--- src/rtl/wdog_pkg.sv ---
package wdog_pkg;
  localparam int CNT_W      = 24;
  localparam int WARN_W     = 10;
  localparam int PRE_DIV    = 4;
  localparam int ADDR_W     = 3;
  localparam int MIN_RELOAD = 255;
  localparam int KEY_W      = 8;

  typedef logic [CNT_W-1:0]  cnt_t;
  typedef logic [WARN_W-1:0] warn_t;
  typedef logic [ADDR_W-1:0] addr_t;
  typedef logic [KEY_W-1:0]  key_t;

  localparam addr_t A_CTRL   = addr_t'(0);
  localparam addr_t A_RELOAD = addr_t'(1);
  localparam addr_t A_FEED   = addr_t'(2);
  localparam addr_t A_COUNT  = addr_t'(3);
  localparam addr_t A_WARN   = addr_t'(4);
  localparam addr_t A_WINDOW = addr_t'(5);

  localparam key_t KEY_OPEN  = key_t'(8'hAA);
  localparam key_t KEY_CLOSE = key_t'(8'h55);

  function automatic cnt_t clamp_reload(cnt_t v);
    return (v < cnt_t'(MIN_RELOAD)) ? cnt_t'(MIN_RELOAD) : v;
  endfunction

  function automatic logic above_window(cnt_t c, cnt_t ceiling);
    return c > ceiling;
  endfunction

  function automatic logic steps_onto(cnt_t c, warn_t w);
    return (c - cnt_t'(1)) == cnt_t'(w);
  endfunction

  function automatic logic at_or_below(cnt_t c, warn_t w);
    return c <= cnt_t'(w);
  endfunction
endpackage

--- src/rtl/wdog_prescale.sv ---
module wdog_prescale
  import wdog_pkg::*;
#(
  parameter int DIV = PRE_DIV
) (
  input  logic clk,
  input  logic rst_n,
  input  logic run,
  input  logic restart,
  input  logic tick,
  output logic step
);
  localparam int PW = (DIV > 1) ? $clog2(DIV) : 1;

  logic [PW-1:0] phase_q;
  logic          last_phase;

  assign last_phase = (phase_q == PW'(DIV - 1));
  assign step       = run && !restart && tick && last_phase;

  always_ff @(posedge clk or negedge rst_n) begin
    if (!rst_n)                phase_q <= '0;
    else if (!run || restart)  phase_q <= '0;
    else if (tick)             phase_q <= last_phase ? '0 : phase_q + PW'(1);
  end

  // steps are spaced by at least DIV tick cycles
  a_r4_step_gap: assert property (@(posedge clk) disable iff (!rst_n)
    step |=> !step);
endmodule

--- src/rtl/wdog_feed_seq.sv ---
module wdog_feed_seq
  import wdog_pkg::*;
(
  input  logic clk,
  input  logic rst_n,
  input  logic wr,
  input  logic rd,
  input  logic at_feed,
  input  key_t key,
  output logic good,
  output logic bad
);
  logic armed_q;
  logic access;
  logic opens;

  assign access = wr || rd;
  assign opens  = wr && at_feed && (key == KEY_OPEN);
  assign good   = armed_q && wr && at_feed && (key == KEY_CLOSE);

  always_comb begin
    bad = 1'b0;
    if (access) begin
      if (armed_q) bad = !good;
      else         bad = wr && at_feed && !opens;
    end
  end

  always_ff @(posedge clk or negedge rst_n) begin
    if (!rst_n)      armed_q <= 1'b0;
    else if (access) armed_q <= !armed_q && opens;
  end

  // an armed sequence is resolved by the very next access
  a_r3_arm_resolves: assert property (@(posedge clk) disable iff (!rst_n)
    (armed_q && access) |=> !armed_q);
endmodule

--- src/rtl/wdog_count.sv ---
module wdog_count
  import wdog_pkg::*;
(
  input  logic  clk,
  input  logic  rst_n,
  input  logic  load,
  input  cnt_t  load_val,
  input  logic  step,
  input  warn_t warn_cmp,
  output cnt_t  count,
  output logic  running,
  output logic  expire,
  output logic  warn_hit
);
  assign expire   = step && !load && (count == '0);
  assign warn_hit = step && !load && (count != '0) && steps_onto(count, warn_cmp);

  always_ff @(posedge clk or negedge rst_n) begin
    if (!rst_n) begin
      count   <= '1;
      running <= 1'b0;
    end else if (load) begin
      count   <= load_val;
      running <= 1'b1;
    end else if (step && count != '0) begin
      count   <= count - cnt_t'(1);
    end
  end

  // a step away from zero removes exactly one count
  a_r4_one_down: assert property (@(posedge clk) disable iff (!rst_n)
    (!load && step && count != '0) |=> (count == $past(count) - cnt_t'(1)));
endmodule

--- src/rtl/wdog_window.sv ---
module wdog_window
  import wdog_pkg::*;
(
  input  logic              clk,
  input  logic              rst_n,
  input  logic              tick_en,
  input  logic              bus_wr,
  input  logic              bus_rd,
  input  logic [ADDR_W-1:0] bus_addr,
  input  logic [CNT_W-1:0]  bus_wdata,
  output logic [CNT_W-1:0]  bus_rdata,
  output logic              rst_req,
  output logic              warn_irq
);
  logic  en_q, lock_q, warnf_q, tof_q, req_q;
  cnt_t  reload_q, window_q;
  warn_t warn_q;

  logic  feed_good, feed_bad, feed_load, window_bad;
  logic  step, expire, warn_hit, running, req_set;
  logic  ctrl_wr, reload_wr_ok;
  cnt_t  count;

  wdog_feed_seq u_feed (
    .clk     (clk),
    .rst_n   (rst_n),
    .wr      (bus_wr),
    .rd      (bus_rd),
    .at_feed (bus_addr == A_FEED),
    .key     (bus_wdata[KEY_W-1:0]),
    .good    (feed_good),
    .bad     (feed_bad)
  );

  assign window_bad = feed_good && en_q && running && above_window(count, window_q);
  assign feed_load  = feed_good && en_q && !window_bad;

  wdog_prescale #(.DIV(PRE_DIV)) u_pre (
    .clk     (clk),
    .rst_n   (rst_n),
    .run     (running),
    .restart (feed_load),
    .tick    (tick_en),
    .step    (step)
  );

  wdog_count u_cnt (
    .clk      (clk),
    .rst_n    (rst_n),
    .load     (feed_load),
    .load_val (reload_q),
    .step     (step),
    .warn_cmp (warn_q),
    .count    (count),
    .running  (running),
    .expire   (expire),
    .warn_hit (warn_hit)
  );

  assign ctrl_wr      = bus_wr && (bus_addr == A_CTRL);
  assign reload_wr_ok = bus_wr && (bus_addr == A_RELOAD) &&
                        (!lock_q || (running && at_or_below(count, warn_q)));
  assign req_set      = expire || (en_q && (feed_bad || window_bad));

  always_ff @(posedge clk or negedge rst_n) begin
    if (!rst_n) begin
      en_q     <= 1'b0;
      lock_q   <= 1'b0;
      warnf_q  <= 1'b0;
      tof_q    <= 1'b0;
      req_q    <= 1'b0;
      reload_q <= cnt_t'(MIN_RELOAD);
      window_q <= '1;
      warn_q   <= '0;
    end else begin
      if (ctrl_wr) begin
        en_q   <= en_q | bus_wdata[0];
        lock_q <= bus_wdata[1];
      end
      if (warn_hit)                   warnf_q <= 1'b1;
      else if (ctrl_wr && bus_wdata[2]) warnf_q <= 1'b0;
      if (expire)  tof_q <= 1'b1;
      if (req_set) req_q <= 1'b1;
      if (reload_wr_ok) reload_q <= clamp_reload(bus_wdata);
      if (bus_wr && bus_addr == A_WINDOW) window_q <= bus_wdata;
      if (bus_wr && bus_addr == A_WARN)   warn_q   <= bus_wdata[WARN_W-1:0];
    end
  end

  always_comb begin
    case (bus_addr)
      A_CTRL:   bus_rdata = cnt_t'({tof_q, warnf_q, lock_q, en_q});
      A_RELOAD: bus_rdata = reload_q;
      A_COUNT:  bus_rdata = count;
      A_WARN:   bus_rdata = cnt_t'(warn_q);
      A_WINDOW: bus_rdata = window_q;
      default:  bus_rdata = '0;
    endcase
  end

  assign rst_req  = req_q;
  assign warn_irq = warnf_q;

  // enable cannot fall without rst_n
  a_r2_en_sticky: assert property (@(posedge clk) disable iff (!rst_n)
    en_q |=> en_q);
  // reset request is held
  a_r10_req_sticky: assert property (@(posedge clk) disable iff (!rst_n)
    rst_req |=> rst_req);
  // malformed feed while enabled requests reset
  a_r6_bad_resets: assert property (@(posedge clk) disable iff (!rst_n)
    (feed_bad && en_q) |=> rst_req);
  // expiry sets both request and time-out flag
  a_r5_expire_flags: assert property (@(posedge clk) disable iff (!rst_n)
    expire |=> (rst_req && tof_q));
  // reaching the warning level raises the interrupt
  a_r8_warn_irq: assert property (@(posedge clk) disable iff (!rst_n)
    warn_hit |=> warn_irq);
  // counter holds all-ones until started
  a_r3_idle_full: assert property (@(posedge clk) disable iff (!rst_n)
    !running |-> (count == '1));
  // early feed while running requests reset
  a_r7_early_feed: assert property (@(posedge clk) disable iff (!rst_n)
    (feed_good && en_q && running && count > window_q) |=> rst_req);
endmodule

--- config.mk ---
export PLATFORM = sky130hd
export DESIGN_NAME = wdog_window
export DESIGN_NICKNAME = d
export VERILOG_FILES = /design/src/rtl/wdog_pkg.sv /design/src/rtl/wdog_prescale.sv /design/src/rtl/wdog_feed_seq.sv /design/src/rtl/wdog_count.sv /design/src/rtl/wdog_window.sv
export SDC_FILE = /design/constraint.sdc
export NUM_CORES = 1
export LEC_CHECK = 0
export ABC_AREA = 0
export BUFFER_PORTS_ARGS = -buffer_cell sky130_fd_sc_hd__buf_2
export CAP_MARGIN = 20
export CORE_MARGIN = 2
export CORE_UTILIZATION = 52
export CTS_CLUSTER_SIZE = 25
export DETAILED_ROUTE_END_ITERATION = 8
export PLACE_DENSITY = 0.68
export SYNTH_ARGS = -nofsm -noshare
export SYNTH_HDL_FRONTEND = slang
export SYNTH_HIERARCHICAL = 1
export SYNTH_SLANG_ARGS = --single-unit
--- constraint.sdc ---
create_clock -name clk -period 9.7 [get_ports clk]
set_clock_uncertainty 0.05 [all_clocks]
set_input_delay 1.94 -clock clk [delete_from_list [all_inputs] [get_ports clk]]
set_output_delay 1.94 -clock clk [all_outputs]
set_load 0.01 [all_outputs]
==> results.json <==
{
  "run_status": "completed",
  "synth_enable_flop_cells": 0,
  "whs_endpoint": "tof_q",
  "floorplan.die.height_um": 115,
  "peakVddDrop_v": 0.000119,
  "reg2reg_depth": 17,
  "syn_area_per_cell_um2": 9.97,
  "tritoncts.num_buffers": 9,
  "grt_use_met2_pct": 42.4,
  "clockBufferDepth": 2,
  "cts_resized": 0,
  "synth_ff_type": "dfstp_2",
  "global_route.usage.met1_pct": 38.8,
  "final.setup.tns_ns": 0,
  "die_area_mm2": 0.0133,
  "route.detailed.vias_per_inst": 6.06,
  "final_hold_viol_count": 0,
  "ys_seq_area_share_pct": 36.5,
  "post_cts_buffers": 0,
  "clock.fmax_ghz": 0.172,
  "maximum_number_of_pins_on_one_net_before_global_route_repair": 52,
  "design.portCount": 58,
  "design.core.area_mm2": 0.0121,
  "synth.ff_latch_count": 91,
  "wl_per_cell_um": 19.8,
  "antenna-diode-count": 0,
  "rr_startpoint": "window_q[22]",
  "start_kind": "input port",
  "final_net_count": 756,
  "global_routing_usage_on_met3_pct": 4.22,
  "path_class": "input port to flip-flop",
  "fp.dieW_um": 115,
  "synth.cell_area_mm2": 0.00643,
  "clk_pin_slew_ns": 0.06,
  "ys_async_sr_fraction_pct": 100,
  "tritoncts": "yes",
  "endpoint_arrival_time_on_the_critical_path_ns": 6.07,
  "routed_wl_um": 17000,
  "post-route-drc-count": 0,
  "pwr_density_cell_mw_per_mm2": 161,
  "cp_max_fo": 29,
  "area_growth_pct": 10.8,
  "postCtsHoldBufs": 0,
  "hp-start": "tof_q",
  "max-cap-violations": 0,
  "max-slew-margin-rel_pct": 44.5,
  "vias": 5221,
  "first_global_vias": 5119,
  "global_route_hottest_layer": "met2",
  "clock_insertion_delay_worst_skew_ns": 0.35,
  "global_route.usage.total_pct": 27.2,
  "end_kind": "flip-flop",
  "final.period_utilization_pct": 60.1,
  "worstPathRequired_ns": 9.94,
  "start_util_pct": 53.3,
  "cell_at_the_root_of_the_clock_tree": "clkbuf_16",
  "power_leakage_uw": 0.00315,
  "place_inst": 845,
  "global_route.overflow_total": 0,
  "post-route-cell-area_mm2": 0.00713,
  "synthesized_nets": 713,
  "dp_slack_ns": 3.59,
  "post-route-min-period_ns": 5.83,
  "netlist_instances": 645,
  "slowest_stage": "buf_2",
  "first_pass_iters": 5,
  "timing.rr.end": "warn_irq",
  "post_layout_nonfiller_instances": 861,
  "placement.io_buffers": 57,
  "initialDrtViolationCount": 404,
  "min_path_type": "flip-flop to flip-flop",
  "fin_total_pwr_uw": 1140,
  "critical-path-max-stage-delay_ns": 0.61,
  "worst-r2r-setup-slack_ns": 4.93,
  "timing.final.ws_setup_ns": 3.87,
  "final_antenna_violating_net_count": 0,
  "ys_types": 78,
  "total_half_perimeter_wirelength_after_legalization_and_detailed_placement_um": 12700,
  "fp-row-count": 40,
  "clock_tree.htree_level_count": 3,
  "hold_path_depth": 1,
  "routabilityCongestion": 0.940,
  "grt_pass1_wl_um": 27600,
  "drv_slew": 0,
  "grt_setup_unrepaired": "false",
  "cp_cell_sequence": "buf_2 > nor3b_1 > nand4b_1 > nor4_4 > nand3_1 > a211o_1 > and3_1 > nand2b_1 > nor2_1 > inv_1 > nor4_1 > nand4_1 > nor4_1 > nand4_1 > a2111oi_2 > a21o_1",
  "setup-violations-final": 0,
  "place_area_mm2": 0.00680,
  "clock_sinks": 91,
  "tightestPinTransition_ns": 0.825,
  "initial_antenna_violation_count": 0,
  "ys.warnings.count": 6,
  "final_layout_size_suffix_gt1_share_pct": 30.6
}
-- placed cells by master (no fill, tap or decap), types with 19 or more instances in the layout --
| master | instances |
|---|---|
| o22ai_1 | 24 |
| buf_2 | 56 |
| mux2i_1 | 29 |
| a21oi_1 | 19 |
| mux2_2 | 31 |
| inv_1 | 36 |
| o21ai_0 | 37 |
| nand2_1 | 64 |
| dfstp_2 | 56 |
| dfrtp_1 | 35 |
| ha_1 | 36 |
| nor2_1 | 25 |
| mux2_4 | 20 |
-- report_power, final --
group	total [uW]	switching, uW	leakage, uW	internal [uW]
registers	515	54.8	0.00101	460
clock network	386	147	0.000159	240
logic	243	125	0.00198	119
-- synthesized netlist by cell type, types with 3 or more instances --
library cell	count	area share, %
a211oi_1	3	0.35
a21o_1	5	0.58
a21oi_1	19	1.5
a22oi_1	8	0.93
and2_1	16	1.6
buf_2	3	0.23
buf_6	3	0.53
clkbuf_1	19	1.1
dfrtp_1	35	14
dfstp_2	56	23
ha_1	36	7.0
inv_1	36	2.1
mux2_2	31	5.4
mux2_4	20	4.7
mux2i_1	29	4.5
nand2_1	64	3.7
nand2b_1	14	1.4
nand3_1	7	0.54
nand4_1	14	1.4
nor2_1	25	1.5
nor2b_1	4	0.39
nor3_1	9	0.70
nor3b_1	3	0.35
nor4_1	17	1.7
nor4_2	3	0.58
o211ai_1	3	0.35
o21ai_0	37	2.9
o21ai_1	10	0.78
o22ai_1	24	2.3
or2_2	3	0.29
xnor2_1	18	2.5
xor2_1	18	2.5
-- stage by stage --
stage / utilization, % / hold slack, ns
2_1_floorplan: - / 0.391
3_3_place_gp: 56.3 / 0.405
3_5_place_dp: 56.3 / 0.406
4_1_cts: 59.1 / 0.423
5_1_grt: 59.1 / 0.442
6_report: 59.1 / 0.419
-- worst max-delay path, delay by kind of cell --
family,cells,cell delay (ns)
compound gates,3,0.73
buf+inv,2,0.78
simple gates,11,2.59
-- cell type report --
type | instances | area, um^2
Clock buffer | 12 | 256
Clock inverter | 4 | 72.6
Fill cell | 1071 | 4940
Inverter | 36 | 135
Multi-Input combinational cell | 488 | 3770
Sequential cell | 91 | 2350
Tap cell | 168 | 210
Timing Repair Buffer | 62 | 329
-- kinds of logic after synthesis --
group                    Yosys count  share of synthesized area [%]
AND/OR/NAND/NOR                  209                           19.4
AO/OA/AOI/OAI                    127                           12.8
flip-flops                        91                           36.5
multiplexers                      80                           14.6
buffers and inverters             66                           4.82
XOR/XNOR                          36                           4.90
adder cells (fa/ha/maj)           36                           7.00
-- metal layers --
layer | vias to the layer above | wire length [um]
met4 | 0 | 380
met3 | 31 | 1160
li1 | 2407 | -
met5 | - | 0
met2 | 197 | 7890
met1 | 2586 | 7610
-- sequential cells by signal (all words and copies together) (netlist names) --
register	count
tof_q	1
u_feed/armed_q	1
window_q	24
u_pre/phase_q	2
u_cnt/count	24
warn_q	10
reload_q	24
warn_irq	1
en_q	1
lock_q	1
u_cnt/running	1
rst_req	1
-- worst max path at each step --
stage,start,to,slack (ns),depth (start not counted)
final,bus_addr[1],warn_irq,3.87,16
after global routing,bus_addr[1],warn_irq,3.49,16
after CTS,bus_addr[1],warn_irq,3.93,16
after detailed placement,bus_addr[1],warn_irq,3.59,16
after global placement,bus_addr[1],warn_irq,3.90,16
after floorplan,bus_addr[1],warn_irq,4.13,17
Note: power is estimated with default switching activity, not from simulation.
